<file path="config.mk">
export PLATFORM = sky130hd
export DESIGN_NAME = exc_entry_seq
export DESIGN_NICKNAME = d
export VERILOG_FILES = /design/src/rtl/exc_pkg.sv /design/src/rtl/exc_decode.sv /design/src/rtl/exc_nextstate.sv /design/src/rtl/exc_entry_seq.sv
export SDC_FILE = /design/constraint.sdc
export NUM_CORES = 1
export LEC_CHECK = 0
export ABC_AREA = 1
export ABC_CLOCK_PERIOD_IN_PS = 1710
export BUFFER_PORTS_ARGS = -buffer_cell sky130_fd_sc_hd__clkbuf_2
export CAP_MARGIN = 0
export CORE_AREA = 2 2 202 204
export CTS_BUF_LIST = sky130_fd_sc_hd__clkbuf_2
export DETAILED_ROUTE_END_ITERATION = 10
export DIE_AREA = 0 0 204 206
export PLACE_DENSITY = 0.61
export SYNTH_ARGS = -nofsm -noshare
export SYNTH_HDL_FRONTEND = slang
export SYNTH_SLANG_ARGS = --single-unit
</file>
<file path="constraint.sdc">
create_clock -name clk_i -period 1.71 [get_ports clk_i]
set_clock_uncertainty 0.1 [all_clocks]
set_input_delay 0.342 -clock clk_i [delete_from_list [all_inputs] [get_ports clk_i]]
set_output_delay 0.342 -clock clk_i [all_outputs]
set_load 0.05 [all_outputs]
</file>
<file path="src/rtl/exc_pkg.sv">
package exc_pkg;
   localparam int CW = 5;

   localparam logic [CW-1:0] CAUSE_IRQ     = 5'd2;
   localparam logic [CW-1:0] CAUSE_TRAP    = 5'd3;
   localparam logic [CW-1:0] CAUSE_ILLEGAL = 5'd5;
   localparam logic [CW-1:0] CAUSE_UNALIGN = 5'd6;
   localparam logic [CW-1:0] CAUSE_BREAK   = 5'd7;
   localparam logic [CW-1:0] CAUSE_SUPERI  = 5'd9;
   localparam logic [CW-1:0] CAUSE_SUPERA  = 5'd10;
   localparam logic [CW-1:0] CAUSE_SUPERD  = 5'd11;
   localparam logic [CW-1:0] CAUSE_TLBMISS = 5'd12;
   localparam logic [CW-1:0] CAUSE_TLBX    = 5'd14;
   localparam logic [CW-1:0] CAUSE_TLBR    = 5'd15;
   localparam logic [CW-1:0] CAUSE_TLBW    = 5'd16;

   typedef enum logic [2:0] {
      K_NONE, K_IRQ, K_MISS, K_PERM, K_SOFT, K_BRK, K_ALIGN
   } kind_e;

   function automatic kind_e classify(input logic [CW-1:0] c);
      case (c)
         CAUSE_IRQ:                                 return K_IRQ;
         CAUSE_TLBMISS:                             return K_MISS;
         CAUSE_TLBX, CAUSE_TLBR, CAUSE_TLBW:        return K_PERM;
         CAUSE_TRAP, CAUSE_ILLEGAL,
         CAUSE_SUPERI, CAUSE_SUPERA, CAUSE_SUPERD:  return K_SOFT;
         CAUSE_BREAK:                               return K_BRK;
         CAUSE_UNALIGN:                             return K_ALIGN;
         default:                                   return K_NONE;
      endcase
   endfunction
endpackage

</file>
<file path="src/rtl/exc_decode.sv">
module exc_decode
   import exc_pkg::*;
(
   input  logic [CW-1:0] cause_i,
   output kind_e         kind_o,
   output logic          known_o
);
   always_comb begin
      kind_o  = classify(cause_i);
      known_o = (kind_o != K_NONE);
   end
endmodule

</file>
<file path="src/rtl/exc_nextstate.sv">
module exc_nextstate
   import exc_pkg::*;
#(
   parameter int DW           = 32,
   parameter int ST_PIE       = 0,
   parameter int ST_U         = 1,
   parameter int ST_EH        = 2,
   parameter int ST_IH        = 3,
   parameter int TM_DBL       = 0,
   parameter int TM_WR        = 1,
   parameter bit USE_FAST_VEC = 1'b1
) (
   input  kind_e          kind_i,
   input  logic [CW-1:0]  cause_i,
   input  logic [DW-1:0]  pc_i,
   input  logic [DW-1:0]  status_i,
   input  logic [DW-1:0]  tlbmisc_i,
   input  logic [DW-1:0]  exc_i,
   input  logic [DW-1:0]  vec_gen_i,
   input  logic [DW-1:0]  vec_tlb_i,
   output logic [DW-1:0]  status_n_o,
   output logic [DW-1:0]  tlbmisc_n_o,
   output logic [DW-1:0]  exc_n_o,
   output logic [DW-1:0]  pc_n_o,
   output logic [DW-1:0]  ret_o,
   output logic           we_exc_save_o,
   output logic           we_brk_save_o,
   output logic           we_bad_o
);
   localparam logic [DW-1:0] PC_STEP    = DW'(4);
   localparam logic [DW-1:0] FIELD_MASK = DW'(7'h7C);

   logic [DW-1:0] miss_vec;
   logic [DW-1:0] cause_fld;
   logic [DW-1:0] masked;
   logic          eh;

   generate
      if (USE_FAST_VEC) begin : g_fast
         assign miss_vec = vec_tlb_i;
      end else begin : g_slow
         assign miss_vec = vec_gen_i;
      end
   endgenerate

   always_comb begin
      eh        = status_i[ST_EH];
      cause_fld = DW'(cause_i) << 2;
      masked    = status_i;
      masked[ST_PIE] = 1'b0;
      masked[ST_U]   = 1'b0;

      status_n_o    = status_i;
      tlbmisc_n_o   = tlbmisc_i;
      exc_n_o       = (exc_i & ~FIELD_MASK) | cause_fld;
      pc_n_o        = vec_gen_i;
      ret_o         = pc_i + PC_STEP;
      we_exc_save_o = 1'b0;
      we_brk_save_o = 1'b0;
      we_bad_o      = 1'b0;

      case (kind_i)
         K_IRQ: begin
            status_n_o        = masked;
            status_n_o[ST_IH] = 1'b1;
            we_exc_save_o     = 1'b1;
         end
         K_MISS: begin
            status_n_o        = masked;
            status_n_o[ST_EH] = 1'b1;
            if (!eh) begin
               we_exc_save_o       = 1'b1;
               tlbmisc_n_o[TM_DBL] = 1'b0;
               tlbmisc_n_o[TM_WR]  = 1'b1;
               pc_n_o              = miss_vec;
            end else begin
               tlbmisc_n_o[TM_DBL] = 1'b1;
            end
         end
         K_PERM: begin
            status_n_o        = masked;
            status_n_o[ST_EH] = 1'b1;
            we_exc_save_o     = 1'b1;
         end
         K_SOFT: begin
            status_n_o        = masked;
            status_n_o[ST_EH] = 1'b1;
            we_exc_save_o     = !eh;
         end
         K_BRK: begin
            status_n_o        = masked;
            status_n_o[ST_EH] = 1'b1;
            we_brk_save_o     = !eh;
         end
         K_ALIGN: begin
            exc_n_o  = cause_fld;
            we_bad_o = 1'b1;
         end
         default: ;
      endcase
   end
endmodule

</file>
<file path="src/rtl/exc_entry_seq.sv">
module exc_entry_seq
   import exc_pkg::*;
#(
   parameter int DW           = 32,
   parameter int ST_PIE       = 0,
   parameter int ST_U         = 1,
   parameter int ST_EH        = 2,
   parameter int ST_IH        = 3,
   parameter int TM_DBL       = 0,
   parameter int TM_WR        = 1,
   parameter bit USE_FAST_VEC = 1'b1
) (
   input  logic           clk_i,
   input  logic           rst_ni,
   input  logic           take_i,
   input  logic [4:0]     cause_i,
   input  logic [DW-1:0]  pc_i,
   input  logic [DW-1:0]  status_i,
   input  logic [DW-1:0]  tlbmisc_i,
   input  logic [DW-1:0]  exc_i,
   input  logic [DW-1:0]  fault_addr_i,
   input  logic [DW-1:0]  vec_gen_i,
   input  logic [DW-1:0]  vec_tlb_i,
   output logic [DW-1:0]  status_o,
   output logic [DW-1:0]  estatus_o,
   output logic [DW-1:0]  bstatus_o,
   output logic [DW-1:0]  exc_o,
   output logic [DW-1:0]  tlbmisc_o,
   output logic [DW-1:0]  ea_o,
   output logic [DW-1:0]  ba_o,
   output logic [DW-1:0]  badaddr_o,
   output logic [DW-1:0]  pc_o,
   output logic           done_o,
   output logic           err_o
);
   generate
      if (DW < 8) begin : g_bad_dw
         $error("exc_entry_seq: DW must be at least 8");
      end
      if (ST_PIE >= DW || ST_U >= DW || ST_EH >= DW || ST_IH >= DW) begin : g_bad_st
         $error("exc_entry_seq: status bit position outside DW");
      end
      if (ST_PIE == ST_U || ST_PIE == ST_EH || ST_PIE == ST_IH ||
          ST_U == ST_EH || ST_U == ST_IH || ST_EH == ST_IH) begin : g_dup_st
         $error("exc_entry_seq: status bit positions must differ");
      end
      if (TM_DBL >= DW || TM_WR >= DW || TM_DBL == TM_WR) begin : g_bad_tm
         $error("exc_entry_seq: tlbmisc bit positions invalid");
      end
   endgenerate

   kind_e         kind;
   logic          known;
   logic [DW-1:0] status_n, tlbmisc_n, exc_n, pc_n, ret;
   logic          we_es, we_bs, we_bad;
   logic          accept, reject;

   exc_decode u_dec (
      .cause_i (cause_i),
      .kind_o  (kind),
      .known_o (known)
   );

   exc_nextstate #(
      .DW(DW), .ST_PIE(ST_PIE), .ST_U(ST_U), .ST_EH(ST_EH), .ST_IH(ST_IH),
      .TM_DBL(TM_DBL), .TM_WR(TM_WR), .USE_FAST_VEC(USE_FAST_VEC)
   ) u_ns (
      .kind_i        (kind),
      .cause_i       (cause_i),
      .pc_i          (pc_i),
      .status_i      (status_i),
      .tlbmisc_i     (tlbmisc_i),
      .exc_i         (exc_i),
      .vec_gen_i     (vec_gen_i),
      .vec_tlb_i     (vec_tlb_i),
      .status_n_o    (status_n),
      .tlbmisc_n_o   (tlbmisc_n),
      .exc_n_o       (exc_n),
      .pc_n_o        (pc_n),
      .ret_o         (ret),
      .we_exc_save_o (we_es),
      .we_brk_save_o (we_bs),
      .we_bad_o      (we_bad)
   );

   always_comb begin
      accept = take_i && known && !(kind == K_IRQ && !status_i[ST_PIE]);
      reject = take_i && !known;
   end

   always_ff @(posedge clk_i) begin
      if (!rst_ni) begin
         status_o  <= '0;
         estatus_o <= '0;
         bstatus_o <= '0;
         exc_o     <= '0;
         tlbmisc_o <= '0;
         ea_o      <= '0;
         ba_o      <= '0;
         badaddr_o <= '0;
         pc_o      <= '0;
         done_o    <= 1'b0;
         err_o     <= 1'b0;
      end else begin
         done_o <= accept;
         err_o  <= reject;
         if (accept) begin
            status_o  <= status_n;
            exc_o     <= exc_n;
            tlbmisc_o <= tlbmisc_n;
            pc_o      <= pc_n;
            if (we_es) begin
               estatus_o <= status_i;
               ea_o      <= ret;
            end
            if (we_bs) begin
               bstatus_o <= status_i;
               ba_o      <= ret;
            end
            if (we_bad) badaddr_o <= fault_addr_i;
         end
      end
   end
endmodule

</file>
==> results of run 1 <==
cells by family after synthesis:
| kind of cell | after synthesis | synth area share |
|---|---|---|
| DFF | 290 | 0.466 |
| buffers and inverters | 265 | 0.0913 |
| AOI/OAI and AO/OA | 136 | 0.0546 |
| and+or+nand+nor | 1135 | 0.375 |
| adders and majority gates | 1 | 0.00100 |
| xor gates and xnor gates | 17 | 0.0120 |
per-layer routing:
layer	GRT usage	overflow
met1	0.333	0
met3	0.161	0
met2	0.515	4
met5	0.00357	0
met4	0.279	0
cells in the mapped netlist (all sizes together):
cell type | n | area, um2
nand2 | 575 | 2160
nor2 | 356 | 1350
dfxtp | 290 | 5810
inv | 152 | 571
nand3 | 145 | 743
a21oi | 102 | 510
buf | 74 | 419
nand3b | 37 | 278
clkbuf | 35 | 133
o21ai | 34 | 170
nor3 | 15 | 75.1
xor2 | 12 | 105
nand4 | 6 | 50.0
xnor2 | 5 | 43.8
clkinv | 4 | 15.0
ha | 1 | 12.5
nor3b | 1 | 7.51
stage by stage:
stage / hold slack, ps / TNS [ps]
4_1_cts: -541 / -126180
3_5_place_dp: 335 / -109970
3_3_place_gp: 327 / -101410
2_1_floorplan: 361 / -165
repair_timing:
| item | 4_1_cts |
|---|---|
| gates resized for setup | 1064 |
| buffers inserted | 15 |
| hold endpoints to repair | 290 |
| hold buffers | 413 |
| setup endpoints to repair | 290 |
==> impl_metrics.py, run 1 <==
metrics = {
    "grt": {
        "vias_in_the_first_global_route": 19300,
        "grt_util_all_layers": 0.331,
        "grt_first_pass_wirelength_mm": 106,
        "gr-total-overflow": 4,
        "grt_max_degree": 98,
    },
    "yosys": {
        "synth.lib_cells_used.distinct": 28,
        "syn-mean-instance-area_um2": 6.75,
        "seq_area_frac_synth": 0.466,
        "synth-warning-count": 0,
        "postSynthRegisterBits": 290,
        "synth_cells": 1844,
        "synth_fp_nets": 2077,
        "synth_area_um2": 12500,
    },
    "clocking": {
        "cts_buffers": 80,
        "cts_sinks": 290,
        "total_number_of_h_tree_levels": 3,
        "clk_path_buf_depth": 3,
        "cts.root.buffer_cell": "clkbuf_2",
    },
    "floorplan": {
        "floorplan.io_pins": 522,
        "die_width_um": 204,
        "row_count": 74,
        "dieHeight_um": 206,
        "floorplan.initialDensity": 0.310,
    },
    "placement": {
        "dp.final_hpwl_mm": 35.0,
        "place.detailed.instances": 2894,
        "dpl-instance-area_um2": 16500,
        "placement.io_buffers": 516,
        "post-place-ws_ps": -463,
        "routabilityCongestion": 0.920,
    },
    "status": {
        "first_error": "[ERROR GRT-0116] Global routing finished with congestion. Check the congestion regions in the DRC Viewer.",
        "status": "did not finish",
        "failing_step": "global routing",
    },
}
==> inputs of run 2 (changes only) <==
Settings changed: ABC_CLOCK_PERIOD_IN_PS 1710 to 2220, CTS_BUF_LIST sky130_fd_sc_hd__clkbuf_2 to default, PLACE_DENSITY 0.61 to default, PLACE_DENSITY_LB_ADDON from default to 0.15.
Clock period 1.71 ns to 2.22 ns, I/O delays scaled along.
==> run 2 against run 1 <==
The run now ends clean. Synthesized cell count is the same. Synthesized area unchanged.
==> impl_metrics.py, run 2 <==
metrics = {
    "yosys": {
        "synth_enable_flop_cells": 0,
        "post-synth-top-area-fraction": 0.466,
        "ys_top_cells_by_area": "dfxtp_1 47%, nand2_1 17%, nor2_1 11%",
        "syn-mean-instance-area_um2": 6.75,
        "synth.lib_cells_used.distinct": 28,
        "yosys.area.top_type": "dfxtp_1",
        "synth_fp_nets": 2077,
        "seq_area_frac_synth": 0.466,
        "synth-warning-count": 0,
        "synth_area_um2": 12500,
        "post-synth-top-count-cell": "nand2_1",
        "synth_top_flop_cell": "dfxtp_1",
        "most_numerous_cell_types_in_the_synthesized_netlist": "573 x nand2_1, 353 x nor2_1, 290 x dfxtp_1, 148 x inv_1, 143 x nand3_1",
        "synth_cells": 1844,
        "fraction_of_registers_with_async_set_reset": 0,
        "postSynthRegisterBits": 290,
    },
    "floorplan": {
        "row_count": 74,
        "die_width_um": 204,
        "floorplan.io_pins": 522,
        "dieHeight_um": 206,
        "floorplan.core_area_um2": 40200,
        "floorplan.initialDensity": 0.310,
        "floorplan.die_area_um2": 42000,
    },
    "cells_and_area": {
        "layoutNonFillerInstCount": 2908,
        "fraction_of_final_layout_cells_sized_beyond_drive_strength_1": 0.272,
        "n_fill_cell": 4391,
        "fin_nets": 2586,
        "most-common-layout-cells": "573 x nand2_1, 515 x clkbuf_2, 352 x nor2_1, 290 x dfxtp_1, 148 x inv_1",
        "synth_to_final_area_change_pct": 37.0,
        "multiInputGateArea_um2": 5520,
        "layout.cells.most_common": "nand2_1",
        "layout.area.seq_um2": 5810,
    },
    "grt": {
        "grt_first_pass_wirelength_mm": 66.8,
        "grt_max_degree": 102,
        "initial_antenna_violation_count": 3,
        "gr-total-overflow": 0,
        "vias_in_the_first_global_route": 12100,
        "grt_util_all_layers": 0.202,
    },
    "setup_path": {
        "worst-r2r-setup-slack_ps": 1450,
        "worst-r2r-cell-count": 4,
        "timing.rr.end": "status_o[1]",
        "cp_top_family": "flip-flops",
        "path_max_fanout": 2,
        "arrival_time_at_the_worst_endpoint_ps": 1220,
        "critPathRequiredTime_ps": 1680,
        "timing.critical_path.slowest_cell_delay_ps": 340,
        "start_kind": "flop",
        "ff_to_ff_start": "status_o[1]",
        "critical_path.slowest_cell": "dfxtp_1",
        "crit_path_end_kind": "primary output",
        "timing.critical_path.buf_inv": 1,
        "crit_path_cell_trace": "clkbuf_2",
        "crit_path_kind": "reg2out",
    },
    "route": {
        "post_drt_wl_per_cell_um": 15.2,
        "post-route-drc-count": 0,
        "postRouteWirelength_mm": 44.3,
        "ant_nets": 0,
        "tritonroute_pass_1_iters": 6,
        "first_iter_violations": 617,
        "post_drt_via_cell_ratio": 4.45,
        "detailroute.via_count": 13000,
    },
    "clocking": {
        "cts_buffers": 35,
        "cts.reportedPaths.clkPinSlew_ps": 60,
        "postcts_resize_cnt": 0,
        "post_cts_setup_bufs": 0,
        "total_number_of_h_tree_levels": 2,
        "cts.root.buffer_cell": "clkbuf_16",
        "holdBufCountCts": 0,
        "clock_latency_ps": 540,
        "tritoncts": "done",
        "clk_path_buf_depth": 3,
        "cts_sinks": 290,
    },
    "placement": {
        "place.detailed.instances": 2848,
        "placement.io_buffers": 516,
        "routabilityCongestion": 0.870,
        "dp.final_hpwl_mm": 32.9,
    },
    "sta": {
        "final.period_utilization": 0.795,
        "grt_setup_unrepaired": "false",
        "timing.max_slew.rel_slack": 0.688,
        "final_max_slew_viol_count": 0,
        "setup_viol_count_final": 0,
        "timing.fmax_ghz": 0.567,
        "final_hold_vios": 0,
        "fin_tns_setup_ps": 0,
        "layout_min_cycle_time_ps": 1770,
        "worst_pin_slew_ps": 468,
        "finalHoldWorstSlack_ps": 34.8,
    },
    "power": {
        "post-layout-total-power_w": 0.0136,
        "leakage_nw": 8.63,
        "vdd.ir_drop.worst_mv": 0.578,
        "power.density_nw_per_um2": 799,
    },
    "hold_path": {
        "beginning_of_the_worst_hold_path": "tlbmisc_i[18]",
        "worst_hold_path_type": "in2reg",
        "min_delay_path_depth": 3,
        "hold_path_end": "tlbmisc_o[18]",
    },
    "job": {
        "drv.max_cap_violation_count": 0,
    },
    "status": {
        "status": "complete, no violations",
    },
}
run 2: kinds of logic after synthesis:
kind of cell / count (synthesis) / synth area share
XOR/XNOR: 17 / 0.0120
flip-flops: 290 / 0.466
AO/OA/AOI/OAI: 136 / 0.0546
buffers and inverters: 265 / 0.0913
AND/OR/NAND/NOR: 1135 / 0.375
adder cells (fa/ha/maj): 1 / 0.00100
run 2: cell type report:
type                            count  area share
Clock inverter                      8     0.00608
Clock buffer                       50      0.0581
Inverter                          156      0.0344
Tap cell                          532      0.0390
Timing Repair Buffer              581       0.199
Sequential cell                   290       0.340
Multi-Input combinational cell   1289       0.323
Antenna cell                        2    0.000293
run 2: worst max path at each step:
stage | from | end | slack [ps] | cells after the start
2_1_floorplan | cause_i[3] | exc_o[12] | 330 | 12
3_3_place_gp | cause_i[0] | bstatus_o[22] | -40 | 12
3_5_place_dp | cause_i[2] | estatus_o[20] | -40 | 13
4_1_cts | status_o[1] | status_o[1] | 420 | 1
5_1_grt | cause_i[0] | bstatus_o[18] | 330 | 15
6_report | status_o[1] | status_o[1] | 450 | 1
run 2: where the power goes:
part	switching [W]	internal, W
clock	0.00226	0.00334
combinational	0.00176	0.000708
sequential	0.000119	0.00544
total	0.00414	0.00949
run 2: metrics by stage:
step,worst slack [ps],instance area (um2),utilization
global route,329,17100,0.425
CTS,419,17100,0.425
floorplan,331,12500,-
global placement,-37.4,16000,0.397
finish,455,17100,0.425
detailed placement,-35.7,16000,0.397
run 2: layer usage:
metal | global-route usage | routed length (um) | vias up
met3 | 0.0612 | 3430 | 68
met2 | 0.338 | 20900 | 407
met1 | 0.250 | 18800 | 5778
met4 | 0.0608 | 1190 | 2
li1 | - | - | 6695
met5 | 0 | 13 | -
No activity file was read; power rests on OpenSTA's default activity.
==> inputs of run 3 (changes only) <==
Settings changed: ABC_AREA 1 to 0, ABC_CLOCK_PERIOD_IN_PS 2220 to 1850, CORE_AREA 2 2 202 204 to 2 2 204 206, DIE_AREA 0 0 204 206 to 0 0 206 208.
Clock period 2.22 ns to 1.85 ns, I/O delays scaled along.
==> run 3 against run 2 <==
Critical path depth up 9. First-iteration DRC count increased by 1.1%. Setup slack worse by 360 ps. Clock power rose by 34%. Critical endpoint is now ba_o[19]. Die area grew 2.0%. Combinational power is 9.7% higher. Total power increased by 23%. Utilization grew 1.3 points. Synthesized cell count decreased by 29%. Worst hold slack worse by 7.3 ps. Clock-buffer cell count fell by 1. Largest power group unchanged.
==> impl_metrics.py, run 3 <==
metrics = {
    "setup_path": {
        "worst-r2r-cell-count": 2,
        "worst-r2r-setup-slack_ps": 1050,
        "critical_path.slowest_cell": "nor4_4",
        "crit_path_kind": "in2reg",
        "start_kind": "input port",
        "critical_path.most_common_cell": "buf_4",
        "path_max_fanout": 15,
        "crit_path_end_kind": "flop",
        "crit_path_cell_trace": "buf_2 > nor3_4 > o2bb2ai_4 > o21ai_4 > buf_4 > nor4_4 > buf_6 > buf_4 > clkbuf_16 > a211oi_1",
        "timing.rr.end": "pc_o[1]",
        "arrival_time_at_the_worst_endpoint_ps": 2060,
        "timing.critical_path.slowest_cell_delay_ps": 280,
        "ff_to_ff_start": "pc_o[1]",
        "critPathRequiredTime_ps": 2150,
    },
    "sta": {
        "timing.max_slew.rel_slack": 0.575,
        "final_max_slew_viol_count": 0,
        "grt_setup_unrepaired": "true",
        "setup_viol_count_final": 0,
        "layout_min_cycle_time_ps": 1760,
        "final.period_utilization": 0.951,
        "finalHoldWorstSlack_ps": 27.6,
        "timing.fmax_ghz": 0.568,
        "worst_pin_slew_ps": 637,
        "final_hold_vios": 0,
        "setup_slack_ps": 90.5,
        "fin_tns_setup_ps": 0,
    },
    "floorplan": {
        "floorplan.io_pins": 522,
        "die_width_um": 206,
        "floorplan.initialDensity": 0.278,
        "floorplan.core_area_um2": 40600,
        "row_count": 74,
        "floorplan.die_area_um2": 42800,
        "dieHeight_um": 208,
    },
    "cells_and_area": {
        "most-common-layout-cells": "513 x clkbuf_2, 290 x dfxtp_1, 275 x nand2_1, 196 x a21oi_1, 118 x dlygate4sd3_1",
        "n_fill_cell": 4095,
        "synth_to_final_area_change_pct": 57.8,
        "layout.area.seq_um2": 5810,
        "diodes": 0,
        "layout.cells.most_common": "clkbuf_2",
        "utilization": 0.438,
        "multiInputGateArea_um2": 5050,
        "fraction_of_final_layout_cells_sized_beyond_drive_strength_1": 0.361,
        "fin_nets": 2211,
    },
    "clocking": {
        "clk_path_buf_depth": 3,
        "cts.reportedPaths.clkPinSlew_ps": 60,
        "cts.root.buffer_cell": "clkbuf_16",
        "tritoncts": "done",
        "cts_sinks": 290,
        "total_number_of_h_tree_levels": 2,
        "clock_latency_ps": 520,
        "cts_buffers": 36,
    },
    "yosys": {
        "synth_area_um2": 11300,
        "seq_area_frac_synth": 0.516,
        "synth_cells": 1309,
        "post-synth-top-count-cell": "dfxtp_1",
        "yosys.area.top_type": "dfxtp_1",
        "syn-mean-instance-area_um2": 8.60,
        "ys_top_cells_by_area": "dfxtp_1 52%, nand2_1 9.2%, a21oi_1 8.7%",
        "postSynthRegisterBits": 290,
        "synth_fp_nets": 1542,
        "post-synth-top-area-fraction": 0.516,
        "synth-warning-count": 0,
        "fraction_of_registers_with_async_set_reset": 0,
        "most_numerous_cell_types_in_the_synthesized_netlist": "290 x dfxtp_1, 275 x nand2_1, 196 x a21oi_1, 86 x nor2_1, 69 x a211oi_1",
        "synth_enable_flop_cells": 0,
        "synth_top_flop_cell": "dfxtp_1",
        "synth.lib_cells_used.distinct": 57,
    },
    "grt": {
        "grt-busiest-layer": "met2",
        "grt_max_degree": 99,
        "vias_in_the_first_global_route": 11600,
        "grt_first_pass_wirelength_mm": 66.3,
        "grt.met1_usage": 0.225,
        "gr-total-overflow": 0,
        "initial_antenna_violation_count": 1,
        "grt.met2_usage": 0.343,
        "global_route.usage.met3": 0.0669,
        "grt_util_all_layers": 0.197,
    },
    "power": {
        "post-layout-total-power_w": 0.0168,
        "power.density_nw_per_um2": 945,
        "leakage_nw": 7.78,
        "vdd.ir_drop.worst_mv": 0.523,
    },
    "placement": {
        "dp.final_hpwl_mm": 31.1,
        "routabilityCongestion": 0.819,
        "post-place-ws_ps": -656,
        "placement.io_buffers": 516,
    },
    "route": {
        "detailroute.via_count": 11800,
        "first_iter_violations": 624,
        "postRouteWirelength_mm": 46.0,
        "ant_nets": 0,
        "post-route-drc-count": 0,
        "post_drt_via_cell_ratio": 4.66,
        "tritonroute_pass_1_iters": 5,
        "post_drt_wl_per_cell_um": 18.1,
    },
    "hold_path": {
        "beginning_of_the_worst_hold_path": "status_i[1]",
        "hold_path_end": "bstatus_o[1]",
        "worst_hold_path_type": "in2reg",
        "min_delay_path_depth": 3,
    },
    "job": {
        "drv.max_cap_violation_count": 0,
    },
    "status": {
        "status": "complete, no violations",
    },
}
[run 3: cell count changes in the layout (fill, tap and decap cells not counted), moves of 14 or more]
cell	previous run	this run
a211oi_1	0	68
a21oi_1	102	196
a22o_1	0	27
buf_4	40	76
dlygate4sd3_1	0	118
inv_1	148	5
mux2i_1	0	33
nand2_1	573	275
nand3_1	143	46
nand3b_1	37	0
nor2_1	352	85
o21ai_1	14	28
[run 3: how the worst max path moves through the flow]
stage / from / end / cells after the start / slack, ps
finish: cause_i[3] / ba_o[19] / 10 / 90
global route: cause_i[3] / ba_o[28] / 10 / -10
CTS: cause_i[3] / ea_o[21] / 10 / -2
detailed placement: cause_i[0] / exc_o[16] / 7 / -660
global placement: cause_i[0] / exc_o[15] / 7 / -650
floorplan: cause_i[4] / pc_o[10] / 7 / -140
[run 3: kinds of logic after synthesis]
| logic type | after synthesis | synth area share |
|---|---|---|
| AOI/OAI and AO/OA | 350 | 0.188 |
| muxes | 33 | 0.0293 |
| buffers and inverters | 115 | 0.0487 |
| DFF | 290 | 0.516 |
| xor gates and xnor gates | 29 | 0.0226 |
| and+or+nand+nor | 491 | 0.195 |
| adders and majority gates | 1 | 0.00111 |
[run 3: per-stage QoR]
step,instances,cell area [um2]
final,2537,17800
after global routing,2537,17800
after CTS,2529,17600
after detailed placement,2346,15100
after global placement,2346,15100
after floorplan,1309,11500
[run 3: where the power goes]
| group | switching, W | leakage [nW] | internal, W |
|---|---|---|---|
| Clock | 0.00278 | 0.622 | 0.00471 |
| Combinational | 0.00178 | 4.80 | 0.000929 |
| Sequential | 0.000119 | 2.35 | 0.00647 |
[run 3: final cells by class]
type | count | area share
Clock buffer | 49 | 0.0575
Clock inverter | 16 | 0.0135
Inverter | 6 | 0.00169
Multi-Input combinational cell | 904 | 0.284
Sequential cell | 290 | 0.327
Tap cell | 532 | 0.0375
Timing Repair Buffer | 740 | 0.279
[run 3: repair_timing]
item,in CTS,in global routing
endpoints found under the setup margin,28,202
gates cloned,0,6
buffers inserted,0,2
pin swaps,0,2
hold endpoints to repair,169,0
gates resized for setup,3,12
hold buffers,118,0
[run 3: worst max-delay path, delay by kind of cell]
family          cells  cell delay [ps]
buf+inv             5              820
simple gates        2              530
compound gates      3              320
[run 3: routing by layer]
metal	wire (um)	up-vias	share of wire
met5	12	-	0.00026
met2	22400	397	0.49
met3	3730	67	0.081
met4	1290	2	0.028
met1	18600	5489	0.40
li1	-	5857	-
